`src/rtl/idm_pkg.sv`:
```
package idm_pkg;
  localparam int ADDR_W     = 8;
  localparam int DATA_W     = 8;
  localparam int BIT_IDX_W  = $clog2(DATA_W);
  localparam int BITF_BYTES = 16;
  localparam logic [ADDR_W-1:0] BITF_BASE = 8'h20;

  localparam logic [ADDR_W-1:0] A_ACC = 8'hE0;
  localparam logic [ADDR_W-1:0] A_B   = 8'hF0;
  localparam logic [ADDR_W-1:0] A_PSW = 8'hD0;
  localparam logic [ADDR_W-1:0] A_SP  = 8'h81;
  localparam logic [ADDR_W-1:0] A_DPL = 8'h82;
  localparam logic [ADDR_W-1:0] A_DPH = 8'h83;
  localparam logic [DATA_W-1:0] SP_RESET = 8'h07;

  typedef enum logic [2:0] {
    K_DIR  = 3'd0,
    K_IND  = 3'd1,
    K_REG  = 3'd2,
    K_BIT  = 3'd3,
    K_PUSH = 3'd4,
    K_POP  = 3'd5
  } req_kind_e;

  typedef enum logic [1:0] {
    TG_NONE = 2'd0,
    TG_RAM  = 2'd1,
    TG_BITF = 2'd2,
    TG_SFR  = 2'd3
  } tgt_e;
endpackage

```
`src/rtl/idm_decode.sv`:
```
module idm_decode
  import idm_pkg::*;
#(
  parameter int AW = ADDR_W,
  parameter int IW = BIT_IDX_W
) (
  input  logic [2:0]    kind,
  input  logic [AW-1:0] addr,
  input  logic [1:0]    bank,
  input  logic [AW-1:0] sp,
  output tgt_e          tgt,
  output logic [AW-1:0] byte_addr,
  output logic [IW-1:0] bit_idx,
  output logic          is_bit
);
  localparam int BANK_SH = 3;

  logic          ram_sel;
  logic [AW-1:0] ram_a;
  logic [AW-1:0] sfr_a;
  logic          sfr_sel;

  always_comb begin
    ram_sel = 1'b0;
    sfr_sel = 1'b0;
    ram_a   = '0;
    sfr_a   = '0;
    is_bit  = 1'b0;
    bit_idx = addr[IW-1:0];
    case (kind)
      K_DIR: begin
        if (addr[AW-1]) begin
          sfr_sel = 1'b1;
          sfr_a   = addr;
        end else begin
          ram_sel = 1'b1;
          ram_a   = addr;
        end
      end
      K_IND: begin
        ram_sel = 1'b1;
        ram_a   = addr;
      end
      K_REG: begin
        ram_sel = 1'b1;
        ram_a   = AW'({bank, addr[BANK_SH-1:0]});
      end
      K_BIT: begin
        is_bit = 1'b1;
        if (addr[AW-1]) begin
          sfr_sel = 1'b1;
          sfr_a   = {addr[AW-1:IW], {IW{1'b0}}};
        end else begin
          ram_sel = 1'b1;
          ram_a   = BITF_BASE + AW'(addr[AW-2:IW]);
        end
      end
      K_PUSH: begin
        ram_sel = 1'b1;
        ram_a   = sp + AW'(1);
      end
      K_POP: begin
        ram_sel = 1'b1;
        ram_a   = sp;
      end
      default: ;
    endcase

    tgt       = TG_NONE;
    byte_addr = '0;
    if (sfr_sel) begin
      tgt       = TG_SFR;
      byte_addr = sfr_a;
    end else if (ram_sel) begin
      byte_addr = ram_a;
      if (ram_a >= BITF_BASE && ram_a < BITF_BASE + AW'(BITF_BYTES))
        tgt = TG_BITF;
      else
        tgt = TG_RAM;
    end
  end
endmodule

```
`src/rtl/idm_ram.sv`:
```
module idm_ram #(
  parameter int AW = 8,
  parameter int DW = 8
) (
  input  logic          clk,
  input  logic          we,
  input  logic [AW-1:0] addr,
  input  logic [DW-1:0] wdata,
  output logic [DW-1:0] q
);
  localparam int DEPTH = 1 << AW;

  logic [DW-1:0] mem [DEPTH];

  always_ff @(posedge clk) begin
    if (we) mem[addr] <= wdata;
    q <= mem[addr];
  end
endmodule

```
`src/rtl/idm_bitfile.sv`:
```
module idm_bitfile #(
  parameter int NBYTES = 16,
  parameter int DW     = 8,
  parameter int XW     = $clog2(NBYTES),
  parameter int IW     = $clog2(DW)
) (
  input  logic          clk,
  input  logic          we_byte,
  input  logic          we_bit,
  input  logic [XW-1:0] idx,
  input  logic [IW-1:0] bit_sel,
  input  logic [DW-1:0] wdata,
  input  logic          wbit,
  output logic [DW-1:0] rdata
);
  logic [DW-1:0] cells [NBYTES];

  assign rdata = cells[idx];

  for (genvar g = 0; g < NBYTES; g++) begin : g_cell
    always_ff @(posedge clk) begin
      if (idx == XW'(g)) begin
        if (we_byte)
          cells[g] <= wdata;
        else if (we_bit)
          cells[g][bit_sel] <= wbit;
      end
    end
  end
endmodule

```
`src/rtl/idm_sfr.sv`:
```
module idm_sfr
  import idm_pkg::*;
#(
  parameter int AW = ADDR_W,
  parameter int DW = DATA_W,
  parameter int IW = BIT_IDX_W
) (
  input  logic          clk,
  input  logic          rst,
  input  logic [AW-1:0] addr,
  input  logic          we_byte,
  input  logic          we_bit,
  input  logic [IW-1:0] bit_sel,
  input  logic [DW-1:0] wdata,
  input  logic          wbit,
  input  logic          sp_inc,
  input  logic          sp_dec,
  output logic [DW-1:0] rdata,
  output logic [DW-1:0] sp,
  output logic [1:0]    bank
);
  localparam int BANK_LO = 3;

  logic [DW-1:0] acc_q, b_q, psw_q, dpl_q, dph_q;
  logic [DW-1:0] merged;
  logic [DW-1:0] wr_val;
  logic          wr;

  always_comb begin
    case (addr)
      A_ACC:   rdata = acc_q;
      A_B:     rdata = b_q;
      A_PSW:   rdata = psw_q;
      A_SP:    rdata = sp;
      A_DPL:   rdata = dpl_q;
      A_DPH:   rdata = dph_q;
      default: rdata = '0;
    endcase
  end

  always_comb begin
    merged          = rdata;
    merged[bit_sel] = wbit;
  end

  assign wr     = we_byte | we_bit;
  assign wr_val = we_bit ? merged : wdata;
  assign bank   = psw_q[BANK_LO+1:BANK_LO];

  always_ff @(posedge clk) begin
    if (rst) begin
      acc_q <= '0;
      b_q   <= '0;
      psw_q <= '0;
      dpl_q <= '0;
      dph_q <= '0;
      sp    <= SP_RESET;
    end else begin
      if (sp_inc)      sp <= sp + DW'(1);
      else if (sp_dec) sp <= sp - DW'(1);
      if (wr) begin
        case (addr)
          A_ACC:   acc_q <= wr_val;
          A_B:     b_q   <= wr_val;
          A_PSW:   psw_q <= wr_val;
          A_SP:    sp    <= wr_val;
          A_DPL:   dpl_q <= wr_val;
          A_DPH:   dph_q <= wr_val;
          default: ;
        endcase
      end
    end
  end
endmodule

```
`src/rtl/idata_mapper.sv`:
```
module idata_mapper
  import idm_pkg::*;
#(
  parameter int AW = ADDR_W,
  parameter int DW = DATA_W,
  parameter int NBITF = BITF_BYTES
) (
  input  logic          clk,
  input  logic          rst,
  input  logic          req_valid,
  input  logic [2:0]    req_kind,
  input  logic          req_we,
  input  logic [AW-1:0] req_addr,
  input  logic [DW-1:0] req_wdata,
  input  logic          req_wbit,
  output logic          rd_valid,
  output logic [DW-1:0] rd_data,
  output logic          rd_bit,
  output logic [DW-1:0] sp_out,
  output logic [1:0]    bank_out
);
  localparam int IW = $clog2(DW);
  localparam int XW = $clog2(NBITF);

  tgt_e          tgt;
  logic [AW-1:0] byte_addr;
  logic [IW-1:0] bit_idx;
  logic          is_bit;
  logic          known, is_push, is_pop, do_write, do_read;
  logic [DW-1:0] ram_q, bitf_rd, sfr_rd;

  tgt_e          src_q;
  logic [DW-1:0] bitf_q, sfr_q;
  logic [IW-1:0] idx_q;
  logic          isbit_q;

  assign known    = req_kind <= K_POP;
  assign is_push  = req_valid && req_kind == K_PUSH;
  assign is_pop   = req_valid && req_kind == K_POP;
  assign do_write = req_valid && known && (is_push || (req_we && !is_pop));
  assign do_read  = req_valid && known && (is_pop || (!is_push && !req_we));

  idm_decode #(.AW(AW), .IW(IW)) u_dec (
    .kind      (req_kind),
    .addr      (req_addr),
    .bank      (bank_out),
    .sp        (sp_out),
    .tgt       (tgt),
    .byte_addr (byte_addr),
    .bit_idx   (bit_idx),
    .is_bit    (is_bit)
  );

  idm_ram #(.AW(AW), .DW(DW)) u_ram (
    .clk   (clk),
    .we    (do_write && tgt == TG_RAM),
    .addr  (byte_addr),
    .wdata (req_wdata),
    .q     (ram_q)
  );

  idm_bitfile #(.NBYTES(NBITF), .DW(DW)) u_bitf (
    .clk     (clk),
    .we_byte (do_write && tgt == TG_BITF && !is_bit),
    .we_bit  (do_write && tgt == TG_BITF && is_bit),
    .idx     (byte_addr[XW-1:0]),
    .bit_sel (bit_idx),
    .wdata   (req_wdata),
    .wbit    (req_wbit),
    .rdata   (bitf_rd)
  );

  idm_sfr #(.AW(AW), .DW(DW), .IW(IW)) u_sfr (
    .clk     (clk),
    .rst     (rst),
    .addr    (byte_addr),
    .we_byte (do_write && tgt == TG_SFR && !is_bit),
    .we_bit  (do_write && tgt == TG_SFR && is_bit),
    .bit_sel (bit_idx),
    .wdata   (req_wdata),
    .wbit    (req_wbit),
    .sp_inc  (is_push),
    .sp_dec  (is_pop),
    .rdata   (sfr_rd),
    .sp      (sp_out),
    .bank    (bank_out)
  );

  always_ff @(posedge clk) begin
    if (rst) begin
      rd_valid <= 1'b0;
      src_q    <= TG_NONE;
      bitf_q   <= '0;
      sfr_q    <= '0;
      idx_q    <= '0;
      isbit_q  <= 1'b0;
    end else begin
      rd_valid <= do_read;
      src_q    <= do_read ? tgt : TG_NONE;
      bitf_q   <= bitf_rd;
      sfr_q    <= sfr_rd;
      idx_q    <= bit_idx;
      isbit_q  <= do_read && is_bit;
    end
  end

  always_comb begin
    case (src_q)
      TG_RAM:  rd_data = ram_q;
      TG_BITF: rd_data = bitf_q;
      TG_SFR:  rd_data = sfr_q;
      default: rd_data = '0;
    endcase
  end

  assign rd_bit = isbit_q && rd_data[idx_q];
endmodule

```
`config.mk`:
```
export PLATFORM = sky130hd
export DESIGN_NAME = idata_mapper
export DESIGN_NICKNAME = d
export VERILOG_FILES = /design/src/rtl/idm_pkg.sv /design/src/rtl/idm_decode.sv /design/src/rtl/idm_ram.sv /design/src/rtl/idm_bitfile.sv /design/src/rtl/idm_sfr.sv /design/src/rtl/idata_mapper.sv
export SDC_FILE = /design/constraint.sdc
export NUM_CORES = 2
export LEC_CHECK = 0
export ABC_AREA = 1
export CORE_MARGIN = 5
export CORE_UTILIZATION = 50
export DETAILED_ROUTE_END_ITERATION = 10
export DONT_BUFFER_PORTS = 1
export GPL_ROUTABILITY_DRIVEN = 0
export PLACE_DENSITY = 0.67
export SLEW_MARGIN = 20
export SYNTH_ARGS = -nofsm -noshare
export SYNTH_HDL_FRONTEND = slang
export SYNTH_SLANG_ARGS = --single-unit
```
`constraint.sdc`:
```
create_clock -name clk -period 9.6 [get_ports clk]
set_input_delay 1.92 -clock clk [delete_from_list [all_inputs] [get_ports clk]]
set_output_delay 1.92 -clock clk [all_outputs]
set_load 0.01 [all_outputs]
```
Yosys cells after proc, flatten, opt, wreduce, memory -nomap -nowiden
Memories as Yosys holds them, arrays and structs flattened. A register that Yosys moved wholly into a read port is not among the register bits.
Cells that the tools add are included.
{ "totals": {"register_bits": 63, "mem_bits_rw": 2176, "inputBits": 24, "out_inout_bits": 20, "elab_cells": 503, "memories": 2} }
{ "memory_table": {"columns": ["memory", "words", "word_bits", "rd", "rd_clocked_by_memory_dff", "wr", "line", "source"], "rows": [
  ["u_ram.mem", 256, 8, 1, 1, 1, "idm_ram.sv:13", "logic [DW-1:0] mem [DEPTH];"],
  ["u_bitf.cells", 16, 8, 1, 1, 1, "idm_bitfile.sv:16", "logic [DW-1:0] cells [NBYTES];"]
]} }
{ "op_classes": {"n_addsub": 3, "order_cmp": 6, "n_eq_ne": 32, "n_mux": 270, "n_bitwise": 130, "n_reduce_logical": 49} }
{ "ops": {"columns": ["cell", "count"], "rows": [
  ["2-to-1 mux 8 bit", 56],
  ["2-to-1 mux 1 bit", 187],
  ["OR 1 bit", 129],
  ["OR reduction 8 bit", 15],
  ["case mux 8 bit (6 select lines)", 2],
  ["2-to-1 mux 4 bit", 15],
  ["== test 8 bit (second input constant)", 6],
  ["== test 4 bit (second input constant)", 8],
  ["case mux 8 bit (3 select lines)", 1],
  ["logical AND 1 bit", 18],
  ["== test 4 x 3 -> 1 bit (second input constant)", 4],
  ["case mux 8 bit (2 select lines)", 1],
  ["AND reduction 2 bit", 5],
  ["adder 8 x 1 -> 8 bit (second input constant)", 1],
  ["bitwise mux 8 bit", 1],
  ["== test 2 bit (second input constant)", 4],
  ["== test 4 x 2 -> 1 bit (second input constant)", 2],
  ["greater-or-equal comparator 8 x 6 -> 1 bit (second input constant)", 1],
  ["less-than comparator 3 x 4 -> 1 bit (second input constant)", 2],
  ["less-than comparator 8 x 6 -> 1 bit (second input constant)", 1],
  ["subtractor 8 x 1 -> 8 bit (second input constant)", 1],
  ["adder 6 x 4 -> 7 bit (first input constant)", 1],
  ["2-to-1 mux 7 bit", 1],
  ["== test 3 x 2 -> 1 bit (second input constant)", 2],
  ["17 further kinds", 26]
]} }

Longest topological paths before layout
{ "logic_depth": {"ltp_word": 32, "ltp_mapped": 21, "mapped_depth_nobuf": 19} }

Cells and area by module
From an unflattened synthesis, not the netlist that was laid out.
{ "unflattened": {"cells_unflattened": 9919, "area_unflattened_um2": 97837.6} }
{ "modules_own_cells": {"columns": ["module", "instances", "cells_per_inst", "area_each_um2", "seq_area_each_um2"], "rows": [
  ["idm_ram", 1, 8021, 84856.4, 61659.1],
  ["idm_bitfile", 1, 1132, 8091.5, 3843.7],
  ["idm_sfr", 1, 506, 3279.4, 960.9],
  ["idata_mapper", 1, 149, 1024.7, 460.4],
  ["idm_decode", 1, 111, 585.6, 0.0]
]} }

Least setup slack after synthesis
OpenSTA, ideal clock, no wires.
{ "synth_timing": {"path_kind": "in2reg", "from": "input req_kind[2]", "to": "memory u_ram.mem[154][0], enable pin", "setup_time_ns": 0.370, "t_arrival_ns": 4.198, "required_time_ns": 9.230, "setup_slack_ns": 5.032, "cell_stages": 16, "n_path_buf": 3, "cell_sequence": "buf_2 -> inv_2 -> nand2_1 -> a21oi_4 -> nand2_1 -> inv_1 -> nor2_2 -> nand2_4 -> nor2_4 -> inv_4 -> o221ai_2 -> nor3_4 -> buf_8 -> nand2_4 -> buf_6 -> nor2_1"} }
{ "synth_via": {"elab_chain_cells": 11, "word_cells_on_any_way": 32, "classes_between": "order compare: 3; eq/ne: 6; mux: 11; reduce/logical: 12"} }
{ "synth_lines": {"columns": ["item", "line", "source"], "rows": [
  ["from (decl)", "idata_mapper.sv:11", "input logic [2:0] req_kind,"],
  ["== test 3 bit (tied with other cells)", "idm_decode.sv:30, idata_mapper.sv:39", null],
  ["case mux 8 bit (6 select lines)", "idm_decode.sv:30", "case (kind)"],
  ["greater-or-equal comparator 8 x 6 -> 1 bit or less-than comparator 8 x 6 -> 1 bit (tied branches)", "idm_decode.sv:76", "if (ram_a >= BITF_BASE && ram_a < BITF_BASE + AW'(BITF_BYTES))"],
  ["logical AND 1 bit", "idm_decode.sv:76", null],
  ["2-to-1 mux 2 bit", "idm_decode.sv:76", null],
  ["2-to-1 mux 2 bit", "idm_decode.sv:74", "end else if (ram_sel) begin"],
  ["2-to-1 mux 2 bit", "idm_decode.sv:71", "if (sfr_sel) begin"],
  ["== test 2 x 1 -> 1 bit", "idata_mapper.sv:56", ".we (do_write && tgt == TG_RAM),"],
  ["logical AND 1 bit", "idata_mapper.sv:56", null],
  ["2-to-1 mux 1 bit", "idm_ram.sv:16", "if (we) mem[addr] <= wdata;"],
  ["2-to-1 mux 1 bit (implied by the code)", "idm_ram.sv:16", null],
  ["to (decl)", "idm_ram.sv:13", null]
]} }
Several ways; a longest one is shown, not always the timed one.

Worst setup path in the final report
{ "layout_timing": {"from": "input req_kind[2]", "to": "register u_ram.q[5] (read register of u_ram.mem)"} }
{ "layout_via": {"elab_chain_cells": 5, "word_cells_on_any_way": 14, "classes_between": "eq/ne: 5; mux: 6; reduce/logical: 3"} }
{ "layout_lines": {"columns": ["item", "line", "source"], "rows": [
  ["== test 3 bit (tied with other cells)", "idm_decode.sv:30", null],
  ["OR reduction 4 bit (no source line) or OR reduction 2 bit (tied branches)", null, null],
  ["case mux 1 bit (2 select lines)", "idm_decode.sv:30", null],
  ["2-to-1 mux 8 bit", "idm_decode.sv:74", null],
  ["2-to-1 mux 8 bit (*)", "idm_decode.sv:71", null],
  ["to (decl)", "idm_ram.sv:9", "output logic [DW-1:0] q"]
]} }
Every way passes the cells marked *; elsewhere a longest branch is shown, timed or not.
A chain may end at the register's enable or synchronous reset.

==> results.ini <==
[outcome]
status = completed

[die]
coreArea_sq_um = 193000
dieArea_sq_um = 203200
design.portCount = 44
die_h_microns = 450.8
row_count = 161
die_x_microns = 450.8
start_util_pct = 50.34

[critical_path]
setup.worst_path.class = in2reg
crit_path_cell_trace = inv_2 > nand3_4 > buf_4 > nand4_4 > inv_8 > nor2_4 > buf_12 > buf_4 > nand2_1 > nand3_1 > nand2_1 > nand2_1 > nor2_1 > nor2_1 > nor2_1 > nand2_1 > nor2_1 > nand3_1
crit_slowest_cell = nor2_1
arrival_ns = 6.41
slowest_delay_ns = 0.79
endpoint_kind = register
cp-start-kind = input pin
worstPathRequired_ns = 10.33
worst-path-max-fanout = 77
reg2reg_slack_ns = 4.47

[cts]
clk_latency_ns = 0.86
cts.sinks = 2255
clk_path_buf_depth = 3
cts_resized = 0
cts_setup_buffers = 0
cts_buffers = 221
tritoncts = built
ctsHoldBuffers = 0
root_buffer = clkbuf_16
htree_levels = 4
clk_pin_slew_ns = 0.06

[place]
dp_hpwl_mm = 151.2
port-buffer-count = 0
placedCellCount = 11792
post_dp_cell_area_sq_um = 99520
place_ws_ns = 3.134

[final_layout]
layout_common_cells = nand2_1 (4901), edfxtp_1 (2176), nor2_1 (431)
area_delta_synth_final_pct = 9.872
nets = 9515
final_common_cell = nand2_1
final-instance-count-excl-fill = 12204
final_cell_area_sq_um = 106700
layout-drive-gt1-share_pct = 6.091

[hold_path]
min_path_type = reg2reg

[synth]
ys.flop_type = edfxtp_1
postSynthAreaPerCell_sq_um = 10.15
async_flop_share_pct = 0
ys_seq_area_share_pct = 68.89
synth_warnings = 0
syn-cell-area_sq_um = 97150
ys_seq_elements = 2255
synthDistinctLibCells = 48
synth_edf_count = 2176
syn_inst = 9571

[pwr]
fin_total_pwr_w = 0.02154
ir_drop_mv = 0.2024
p_per_area_nw_per_um2 = 201.8
p_leak_nw = 42.84

[grt]
grt_start_max_net_pins = 274
grt_pass1_vias = 66546
antenna_found_initial = 10
grt.overflow.total = 0
grtUsageTotal_pct = 27.26
grt_pass1_wl_mm = 419.9

[routing]
dr.first_iter.drc_count = 9152
wl_per_cell_microns = 23.10
ant_nets = 0
route.vias.total = 68926
drc_errors = 0
avgViaCountPerCell = 5.648
wl_mm = 281.9
drt_first_pass_iters = 8

[timing]
rsz0062_at_grt = false
finalCritPeriodShare_pct = 59.10
min_period_ns = 5.674
slew_headroom_pct = 22.08
fin_skew_ns = 0.02426
drv_slew = 0
fmax_mhz = 176.3
setup_violations = 0
tightest_slew_ns = 1.157
final.setup.worst_slack_ns = 3.926
tns_ns = 0
hold_violations = 0

[flow_run]
drv_cap = 0

cell usage after synthesis (64+ instances only):
master    instances  area share [%]
clkbuf_1        280             1.1
nor2_1          437             1.7
nor2_2           64            0.41
inv_1           258             1.0
nand3_1         382             2.0
buf_1            71            0.27
edfxtp_1       2176              67
nand2_1        4903              19
o21ai_0         206             1.1
a21oi_1         206             1.1
a22oi_1          64            0.49
dfxtp_1          79             1.6
buf_2           144            0.74
flip-flops by register name, summed over array words and instances (netlist names):
name,count
u_ram.mem,2048
u_bitf.cells,128
bitf_q,8
sfr_q,8
u_ram.q,8
u_sfr.acc_q,8
u_sfr.b_q,8
u_sfr.dph_q,8
u_sfr.dpl_q,8
u_sfr.psw_q,8
u_sfr.sp,8
idx_q,3
src_q,2
isbit_q,1
rd_valid,1
power breakdown:
group          total, W  switching (W)  internal (W)
Clock           0.00870        0.00376       0.00494
Combinational   0.00195        0.00148      0.000469
Sequential       0.0109      0.0000411        0.0109
Total            0.0215        0.00528        0.0163
metrics by stage:
stage	hold WS [ns]	utilization (%)
floorplan	0.5216	-
global placement	0.5319	51.56
detailed placement	0.5337	51.57
CTS	0.5502	55.30
global route	0.5692	55.30
finish	0.5515	55.31
routing by layer:
metal	share of wire, %	GRT usage, %	routed length (microns)	up-vias
met3	11	6.345	31680	630
met1	39	37.22	110300	33250
met4	4.0	10.59	11170	4
li1	-	-	-	31362
met5	0.011	0	31	-
met2	46	42.70	128600	3680
cell families after synthesis:
family / share of synthesized area, %
AOI/OAI and AO/OA: 3.352
xor gates and xnor gates: 0.03606
adders and majority gates: 0.02575
buffers and inverters: 3.569
DFF: 68.89
other: 0.003860
and+or+nand+nor: 24.13
layout make-up:
cell class / instances / area, sq um
Antenna cell: 8 / 20.02
Clock buffer: 273 / 5849
Clock inverter: 131 / 1353
Fill cell: 16316 / 86240
Inverter: 299 / 1141
Multi-Input combinational cell: 6622 / 27340
Sequential cell: 2255 / 66920
Tap cell: 2526 / 3161
Timing Repair Buffer: 90 / 950.9
worst max-delay path: cells and delay by family:
family | cells | cell delay [ns]
buf+inv | 5 | 1.77
simple gates | 13 | 2.60
worst paths after layout:
check / endpoint / cells past startpoint / startpoint
max: u_ram.q[5]$_DFF_P_ / 18 / req_kind[2]
min: u_sfr.dph_q[3]$_SDFFE_PP0P_ / 3 / u_sfr.dph_q[3]$_SDFFE_PP0P_
max reg2reg: u_ram.mem[157][2]$_DFFE_PP_ / 11 / u_sfr.sp[1]$_SDFF_PP1_
min reg2reg: u_sfr.dph_q[3]$_SDFFE_PP0P_ / 3 / u_sfr.dph_q[3]$_SDFFE_PP0P_
Power figures use the tool's default switching activity.
